## config.mk

```make
export PLATFORM = sky130hd
export DESIGN_NAME = hiccup_mgr
export DESIGN_NICKNAME = d
export VERILOG_FILES = /design/src/rtl/hiccup_pkg.sv /design/src/rtl/hiccup_sync.sv /design/src/rtl/hiccup_window.sv /design/src/rtl/hiccup_ovgate.sv /design/src/rtl/hiccup_mgr.sv
export SDC_FILE = /design/constraint.sdc
export NUM_CORES = 1
export LEC_CHECK = 0
export BUFFER_PORTS_ARGS = -buffer_cell sky130_fd_sc_hd__buf_2
export CAP_MARGIN = 20
export CORE_MARGIN = 2
export CORE_UTILIZATION = 45
export DETAILED_ROUTE_END_ITERATION = 16
export PLACE_DENSITY = 0.74
export SLEW_MARGIN = 25
export SYNTH_ARGS = -nofsm -noshare
export SYNTH_HDL_FRONTEND = slang
export SYNTH_SLANG_ARGS = --single-unit
```

## constraint.sdc

```tcl
create_clock -name clk -period 1.7 [get_ports clk]
set_input_delay 0.255 -clock clk [delete_from_list [all_inputs] [get_ports clk]]
set_output_delay 0.255 -clock clk [all_outputs]
set_load 0.02 [all_outputs]
```

## src/rtl/hiccup_pkg.sv

```systemverilog
package hiccup_pkg;

    typedef enum logic [1:0] {
        ST_RUN   = 2'd0,
        ST_OFF   = 2'd1,
        ST_RESEQ = 2'd2
    } hic_state_e;

    typedef struct packed {
        logic above;
        logic below;
        logic sw_cycle;
    } ov_flags_t;

    function automatic int cnt_width(input int limit);
        return (limit < 2) ? 1 : $clog2(limit + 1);
    endfunction

endpackage

```

## src/rtl/hiccup_sync.sv

```systemverilog
module hiccup_sync #(
    parameter int W = 3
) (
    input  logic         clk,
    input  logic         rst,
    input  logic [W-1:0] d_async,
    output logic [W-1:0] q_sync
);
    logic [W-1:0] stage1;

    always_ff @(posedge clk) begin
        if (rst) begin
            stage1 <= '0;
            q_sync <= '0;
        end else begin
            stage1 <= d_async;
            q_sync <= stage1;
        end
    end
endmodule

```

## src/rtl/hiccup_window.sv

```systemverilog
module hiccup_window
    import hiccup_pkg::*;
#(
    parameter int WIN_TICKS = 16
) (
    input  logic clk,
    input  logic rst,
    input  logic tick,
    input  logic oc,
    input  logic hold,
    output logic expire,
    output logic restart
);
    localparam int CW = cnt_width(WIN_TICKS);
    localparam logic [CW-1:0] LAST = CW'(WIN_TICKS - 1);

    logic [CW-1:0] cnt;
    logic          oc_prev;

    assign expire = oc && tick && !hold && (cnt == LAST);

    always_ff @(posedge clk) begin
        if (rst) begin
            cnt     <= '0;
            oc_prev <= 1'b0;
            restart <= 1'b0;
        end else begin
            oc_prev <= oc;
            restart <= oc_prev && !oc && !hold;
            if (hold || !oc)
                cnt <= '0;
            else if (tick && cnt != LAST)
                cnt <= cnt + 1'b1;
        end
    end


    win_clear_chk: assert property (@(posedge clk) disable iff (rst)
        !oc |=> (cnt == '0));

endmodule

```

## src/rtl/hiccup_ovgate.sv

```systemverilog
module hiccup_ovgate
    import hiccup_pkg::*;
(
    input  logic      clk,
    input  logic      rst,
    input  ov_flags_t flags,
    output logic      blocked
);
    always_ff @(posedge clk) begin
        if (rst)
            blocked <= 1'b0;
        else if (flags.above)
            blocked <= 1'b1;
        else if (blocked && flags.below && flags.sw_cycle)
            blocked <= 1'b0;
    end


    ov_block_chk: assert property (@(posedge clk) disable iff (rst)
        flags.above |=> blocked);


    ov_hold_chk: assert property (@(posedge clk) disable iff (rst)
        (blocked && !(flags.below && flags.sw_cycle)) |=> blocked);

endmodule

```

## src/rtl/hiccup_mgr.sv

```systemverilog
module hiccup_mgr
    import hiccup_pkg::*;
#(
    parameter int NCH       = 3,
    parameter int WIN_TICKS = 16,
    parameter int OFF_TICKS = 12
) (
    input  logic           clk,
    input  logic           rst,
    input  logic           tick,
    input  logic           seq_done,
    input  logic [NCH-1:0] oc_flag,
    input  logic [NCH-1:0] ov_above,
    input  logic [NCH-1:0] ov_below,
    input  logic [NCH-1:0] sw_cycle,
    output logic [NCH-1:0] rail_en,
    output logic [NCH-1:0] hs_allow,
    output logic           reseq_req,
    output logic           hiccup_active,
    output logic           hiccup_pulse
);
    localparam int OW = cnt_width(OFF_TICKS);
    localparam logic [OW-1:0] OFF_LAST = OW'(OFF_TICKS - 1);

    hic_state_e     state;
    logic [OW-1:0]  off_cnt;
    logic [NCH-1:0] oc_s;
    logic [NCH-1:0] expire;
    logic [NCH-1:0] restart;
    logic [NCH-1:0] blocked;
    logic           hold;

    assign hold = (state == ST_OFF);

    hiccup_sync #(.W(NCH)) u_sync (
        .clk     (clk),
        .rst     (rst),
        .d_async (oc_flag),
        .q_sync  (oc_s)
    );

    for (genvar i = 0; i < NCH; i++) begin : g_rail
        ov_flags_t fl;
        assign fl = '{above: ov_above[i], below: ov_below[i], sw_cycle: sw_cycle[i]};

        hiccup_window #(.WIN_TICKS(WIN_TICKS)) u_win (
            .clk     (clk),
            .rst     (rst),
            .tick    (tick),
            .oc      (oc_s[i]),
            .hold    (hold),
            .expire  (expire[i]),
            .restart (restart[i])
        );

        hiccup_ovgate u_gate (
            .clk     (clk),
            .rst     (rst),
            .flags   (fl),
            .blocked (blocked[i])
        );

        assign rail_en[i]  = !hold && !restart[i];
        assign hs_allow[i] = rail_en[i] && !blocked[i];
    end

    always_ff @(posedge clk) begin
        if (rst) begin
            state        <= ST_RUN;
            off_cnt      <= '0;
            hiccup_pulse <= 1'b0;
        end else begin
            hiccup_pulse <= 1'b0;
            unique case (state)
                ST_RUN, ST_RESEQ: begin
                    if (|expire) begin
                        state        <= ST_OFF;
                        off_cnt      <= '0;
                        hiccup_pulse <= 1'b1;
                    end else if (state == ST_RESEQ && seq_done) begin
                        state <= ST_RUN;
                    end
                end
                ST_OFF: begin
                    if (tick) begin
                        if (off_cnt == OFF_LAST)
                            state <= ST_RESEQ;
                        else
                            off_cnt <= off_cnt + 1'b1;
                    end
                end
                default: state <= ST_RUN;
            endcase
        end
    end

    assign hiccup_active = hold;
    assign reseq_req     = (state == ST_RESEQ);


    pulse_in_off_chk: assert property (@(posedge clk) disable iff (rst)
        hiccup_pulse |-> hiccup_active);


    off_to_reseq_chk: assert property (@(posedge clk) disable iff (rst)
        $fell(hiccup_active) |-> reseq_req);


    gate_follows_en_chk: assert property (@(posedge clk) disable iff (rst)
        (hs_allow & ~rail_en) == '0);

endmodule

```

# After elaboration in Yosys (flattened, before gate mapping)

Cells that the tools add are included.

Word-level logic and storage cells: 109
Output and inout bits: 9
Input bits: 16
Register bits after elaboration: 37

$add $sub $neg: 4
Mux-type cells: 16
Reduce and logical (&&, ||, !) cells: 57
Equality and inequality tests: 14
Bitwise logic cells: 1

Operators by type and width:

| kind                                                            | number |
|---|---|
| 1-bit logical AND                                               | 31 |
| 5-bit by 1-bit adder with 5-bit output, second input constant   | 3 |
| 5-bit by 4-bit == test with 1-bit output, second input constant | 3 |
| 5-bit by 4-bit != test with 1-bit output, second input constant | 3 |
| 4-bit 2-to-1 mux                                                | 3 |
| 1-bit zero test                                                 | 10 |
| 2-bit OR reduction                                              | 5 |
| 2-bit 2-to-1 mux                                                | 4 |
| 2-bit != test, second input constant                            | 4 |
| 4-bit case mux with 2 select lines                              | 1 |
| 2-bit nonzero test                                              | 4 |
| 1-bit 2-to-1 mux                                                | 7 |
| 4-bit by 1-bit adder with 4-bit output, second input constant   | 1 |
| 4-bit == test, second input constant                            | 1 |
| 2-bit case mux with 2 select lines                              | 1 |
| 4-bit AND reduction                                             | 1 |
| 1-bit logical OR                                                | 3 |
| 3-bit != test, second input constant                            | 1 |
| 3-bit AND reduction                                             | 1 |
| 3-bit OR reduction                                              | 1 |
| 2-bit by 1-bit == test with 1-bit output, second input constant | 1 |
| 2-bit == test, second input constant                            | 1 |
| 2-bit zero test                                                 | 1 |
| 1-bit NOT                                                       | 1 |

# Longest topological paths before layout

Depth after elaboration: 7
Mapped depth: 6
Gate-level depth less buffers: 6

# By module

A second synthesis with hierarchy kept.

Cell total of the unflattened synthesis: 163
Area, all modules: 1574.0 um2

By module, submodules not included:

| module        | seq. area each (um2) | area an instance (um2) | cells each | instances |
|---|---|---|---|---|
| hiccup_window | 140.1                | 312.8                  | 31         | 3 |
| hiccup_mgr    | 140.1                | 369.1                  | 46         | 1 |
| hiccup_sync   | 120.1                | 157.7                  | 12         | 1 |
| hiccup_ovgate | 20.0                 | 36.3                   | 4          | 3 |

# Worst setup path after synthesis

No wires, ideal clock.

Path kind: reg2reg
Start: reg g_rail[0].u_win.cnt[0]
End: reg off_cnt[0]
Clock period less this slack: 1.873 ns
Slack: -0.173 ns
Required time: 1.609 ns
Stages on the path, launching flop included: 7
Setup time: 0.091 ns
Path buffers: 0
Arrival: 1.782 ns
Path through: dfxtp_1 > ha_1 > and3_1 > ha_1 > a222oi_1 > o22ai_1 > a311oi_1

Word-level cells in the longest chain between the ends: 5

Ends and longest elaborated chain:

| element                                  | RTL line            | text |
|---|---|---|
| start: declaration                       | hiccup_window.sv:17 | `logic [CW-1:0] cnt;` |
| start signal: assignment                 | hiccup_window.sv:33 | `cnt <= cnt + 1'b1;` |
| 5-bit by 4-bit == test with 1-bit output | hiccup_window.sv:20 | `assign expire = oc && tick && !hold && (cnt == LAST);` |
| 1-bit logical AND                        | hiccup_window.sv:20 |  |
| 3-bit OR reduction                       | hiccup_mgr.sv:76    | `if (\|expire) begin` |
| 2-bit != test (no source line)           | n/a                 |  |
| 4-bit AND reduction (no source line)     | n/a                 |  |
| end signal: assignment                   | hiccup_mgr.sv:89    | `off_cnt <= off_cnt + 1'b1;` |
| end: declaration                         | hiccup_mgr.sv:26    | `logic [OW-1:0] off_cnt;` |

Every way passes these cells.
A chain may end at the register's enable or synchronous reset.

# Final worst setup path

Start: reg g_rail[0].u_win.cnt[0]
End: reg off_cnt[3]

The elaborated chain is that of the path after synthesis.

==> out/results.ini <==
[run_status]
status=finished, violations left
violations=negative setup slack

[setup_path]
cp_max_fo=4
slowest_delay_ns=0.38
cp-start-kind=flip-flop
reg2reg_from=g_rail[0].u_win.cnt[0]$_SDFFE_PP0P_
cp-startpoint=g_rail[0].u_win.cnt[0]$_SDFFE_PP0P_
slowest_stage=a222oi_1
reg2reg_slack_ns=-0.06
crit_path_frequent_cell=ha_4
arrival_ns=2.04
crit_type=flip-flop to flip-flop
path_cells=ha_4 > and3_4 > ha_4 > a222oi_1 > buf_4 > o221ai_2 > a31oi_1
critPathRequiredTime_ns=1.98
reg2reg_to=off_cnt[3]$_SDFFE_PP0P_
reg2reg_depth=7
worst_setup_path_end_kind=flip-flop

[clock_network]
cts_root_buf=clkbuf_4
cts_tree=yes
clk_latency_ns=0.35
clockBufferDepth=2
clk_pin_slew_worst_paths_ns=0.12
numCtsBuffers=5
cts_hold_buf=0
h-tree-depth=2
clock-sinks=37

[sta]
rsz0062_at_grt=yes
finalCriticalPeriod_ns=1.76
holdWs_ns=0.106
setup_violations=6
slew_violations=0
worst_slack_ns=-0.0560
finalCritPeriodShare_pct=103
timing.fmax_mhz=569
skew_ns=0.0111
hold_viol=0
slew-limit-headroom_pct=73.2
worstMarginPinSlew_ns=0.402

[logic_synthesis]
synth.avg_cell_area_um2=9.22
synth_common_cells=37 x dfxtp_1, 16 x nor2_1, 13 x nor2b_1
postSynth.asyncResetShare_pct=0
ys_seq_area_share_pct=48.1
synthTopCellsByArea=dfxtp_1 48%, ha_1 5.7%, nor2b_1 5.3%
yosysMostFrequentCell=dfxtp_1
mappedNetlistArea_um2=1540
postSynthCellCount=167
ys_seq_elements=37
ys.flop_type=dfxtp_1
ys_warn_count=0
ys_types=33
synth-edff-count=0
synth_top_area_share_pct=48.1
syn_nets=190
yosys.area.top_type=dfxtp_1

[min_path]
hold_start=oc_flag[1]
hold_class=primary input to flip-flop
holdPathStages=2
hold_end=u_sync.stage1[1]$_SDFF_PP0_

[global_route]
grt_first_pass_wirelength_um=5830
grt_pass1_vias=1407
grt_use_total_pct=18.7
antenna_found_initial=0
grt_max_degree=24
grt_overflow=0

[power]
clockPowerShare_pct=32.6
pwr-share-seq_pct=60.8
power.total_mw=1.47
leakagePower_nw=0.757
swShare_pct=25.8
peakVddDrop_mv=0.639
p_comb_share_pct=6.5
internal-power_mw=1.09
power_density_nw_per_um2=736
p_switching_uw=379

[run]
cap_violations=0

[cells_and_area]
nets=231
final_cells=255
n_antenna_cell=0
n_fill_cell=300
areaGrowthSynthToFinish_pct=29.4
drive_above_1_share_pct=35.9
utilization_pct=60.2

[route]
drt_wl_total_um=3370
drcViolationCount=0
ant_nets=0
wire_per_inst_um=13.2
drt_iter0_markers=32
via_count=1354
viasPerCell=5.31
first_pass_iters=4

[place]
portBuffers=24
dp_cells=244
hpwlAfterDp_um=2290
gp_congestion=0.768

[floorplanning]
rows=21
initial_core_util_pct=46.5
die-width_um=62.5
core_area_um2=3310
ioPinCount=25
die_h_um=62.5
dieArea_um2=3900

flip-flops by register name, summed over array words and instances, names as in the netlist:
register / flops
hiccup_pulse: 1
u_sync.stage1: 3
state: 2
g_rail.u_gate.blocked: 3
g_rail.u_win.restart: 3
u_sync.q_sync: 3
g_rail.u_win.cnt: 15
g_rail.u_win.oc_prev: 3
off_cnt: 4
cells in the final DEF, fill, tap and decap left out, types with 2 or more instances in the layout:
master	count
a31oi_1	3
nor2_1	16
ha_4	4
a21oi_2	3
xnor2_1	3
xor2_1	3
a211oi_1	3
nor2b_1	11
buf_4	14
clkbuf_4	5
dfxtp_1	29
nor3b_1	2
or3_1	3
nand2_1	10
and3_4	3
dfxtp_2	8
nor4b_1	3
nor3_1	3
nor2b_2	2
o221ai_2	2
and3b_1	2
a311oi_1	2
nand3b_1	4
buf_2	24
inv_1	7
nand3_1	9
nand2b_4	2
o21ai_0	4
a21oi_1	9
ha_2	2
cells by family after synthesis:
kind of cell / after synthesis / synth area share [%]
compound gates: 30 / 12.1
xor+xnor: 6 / 3.42
fa+ha+maj: 7 / 5.69
buf+inv: 11 / 2.76
flops: 37 / 48.1
mux: 1 / 0.650
simple gates: 75 / 27.2
worst max path at each step:
stage	to	cells after the start
4_1_cts	off_cnt[1]$_SDFFE_PP0P_	6
3_5_place_dp	off_cnt[1]$_SDFFE_PP0P_	6
3_3_place_gp	off_cnt[1]$_SDFFE_PP0P_	6
5_1_grt	off_cnt[3]$_SDFFE_PP0P_	7
2_1_floorplan	off_cnt[1]$_SDFFE_PP0P_	6
6_report	off_cnt[3]$_SDFFE_PP0P_	7
final cells by class:
cell class	instances	area, µm²	share of cell area, %
well taps	46	57.6	2.89
clock buffers	5	37.5	1.88
flip-flops and latches	37	751	37.7
inverters	7	26.3	1.32
multi-input cells	119	873	43.8
repair buffers	38	225	11.3
clock inverters	3	21.3	1.07
per-stage QoR:
stage                     area (µm²)  setup WS (ns)  setup TNS, ns
after detailed placement        1830        -0.0565         -0.149
final                           1990        -0.0560         -0.191
after global placement          1830       -0.00219       -0.00219
after floorplan                 1590        -0.0880         -0.127
after global routing            1990         -0.179          -1.04
after CTS                       1950        -0.0824         -0.212
metal layers:
metal,GRT usage (%),up-vias,routed length [µm]
met5,0,-,0
met4,8.33,0,65
met3,4.32,4,114
met2,35.6,21,1800
met1,19.3,657,1390
li1,-,672,-
worst max-delay path, delay by kind of cell, from the launching register on:
kind	cells	cell delay [ns]
DFF	1	0.36
AOI/OAI and AO/OA	3	0.62
and+or+nand+nor	1	0.18
adders and majority gates	2	0.30
buffers and inverters	1	0.21
power groups by stage:
| stage | clock network, mW | logic (mW) | registers, mW |
|---|---|---|---|
| global route | 0.525 | 0.107 | 0.894 |
| floorplan | 0 | 0.0549 | 0.909 |
| global placement | 0 | 0.0859 | 0.911 |
| CTS | 0.496 | 0.0946 | 0.892 |
| detailed placement | 0 | 0.0910 | 0.912 |
| finish | 0.479 | 0.0959 | 0.892 |
repair_timing:
action,CTS,global route
pin swaps,8,7
setup endpoints to repair,10,18
gates resized for setup,11,8
buffers inserted,2,1
(Power assumes the default switching activity.)
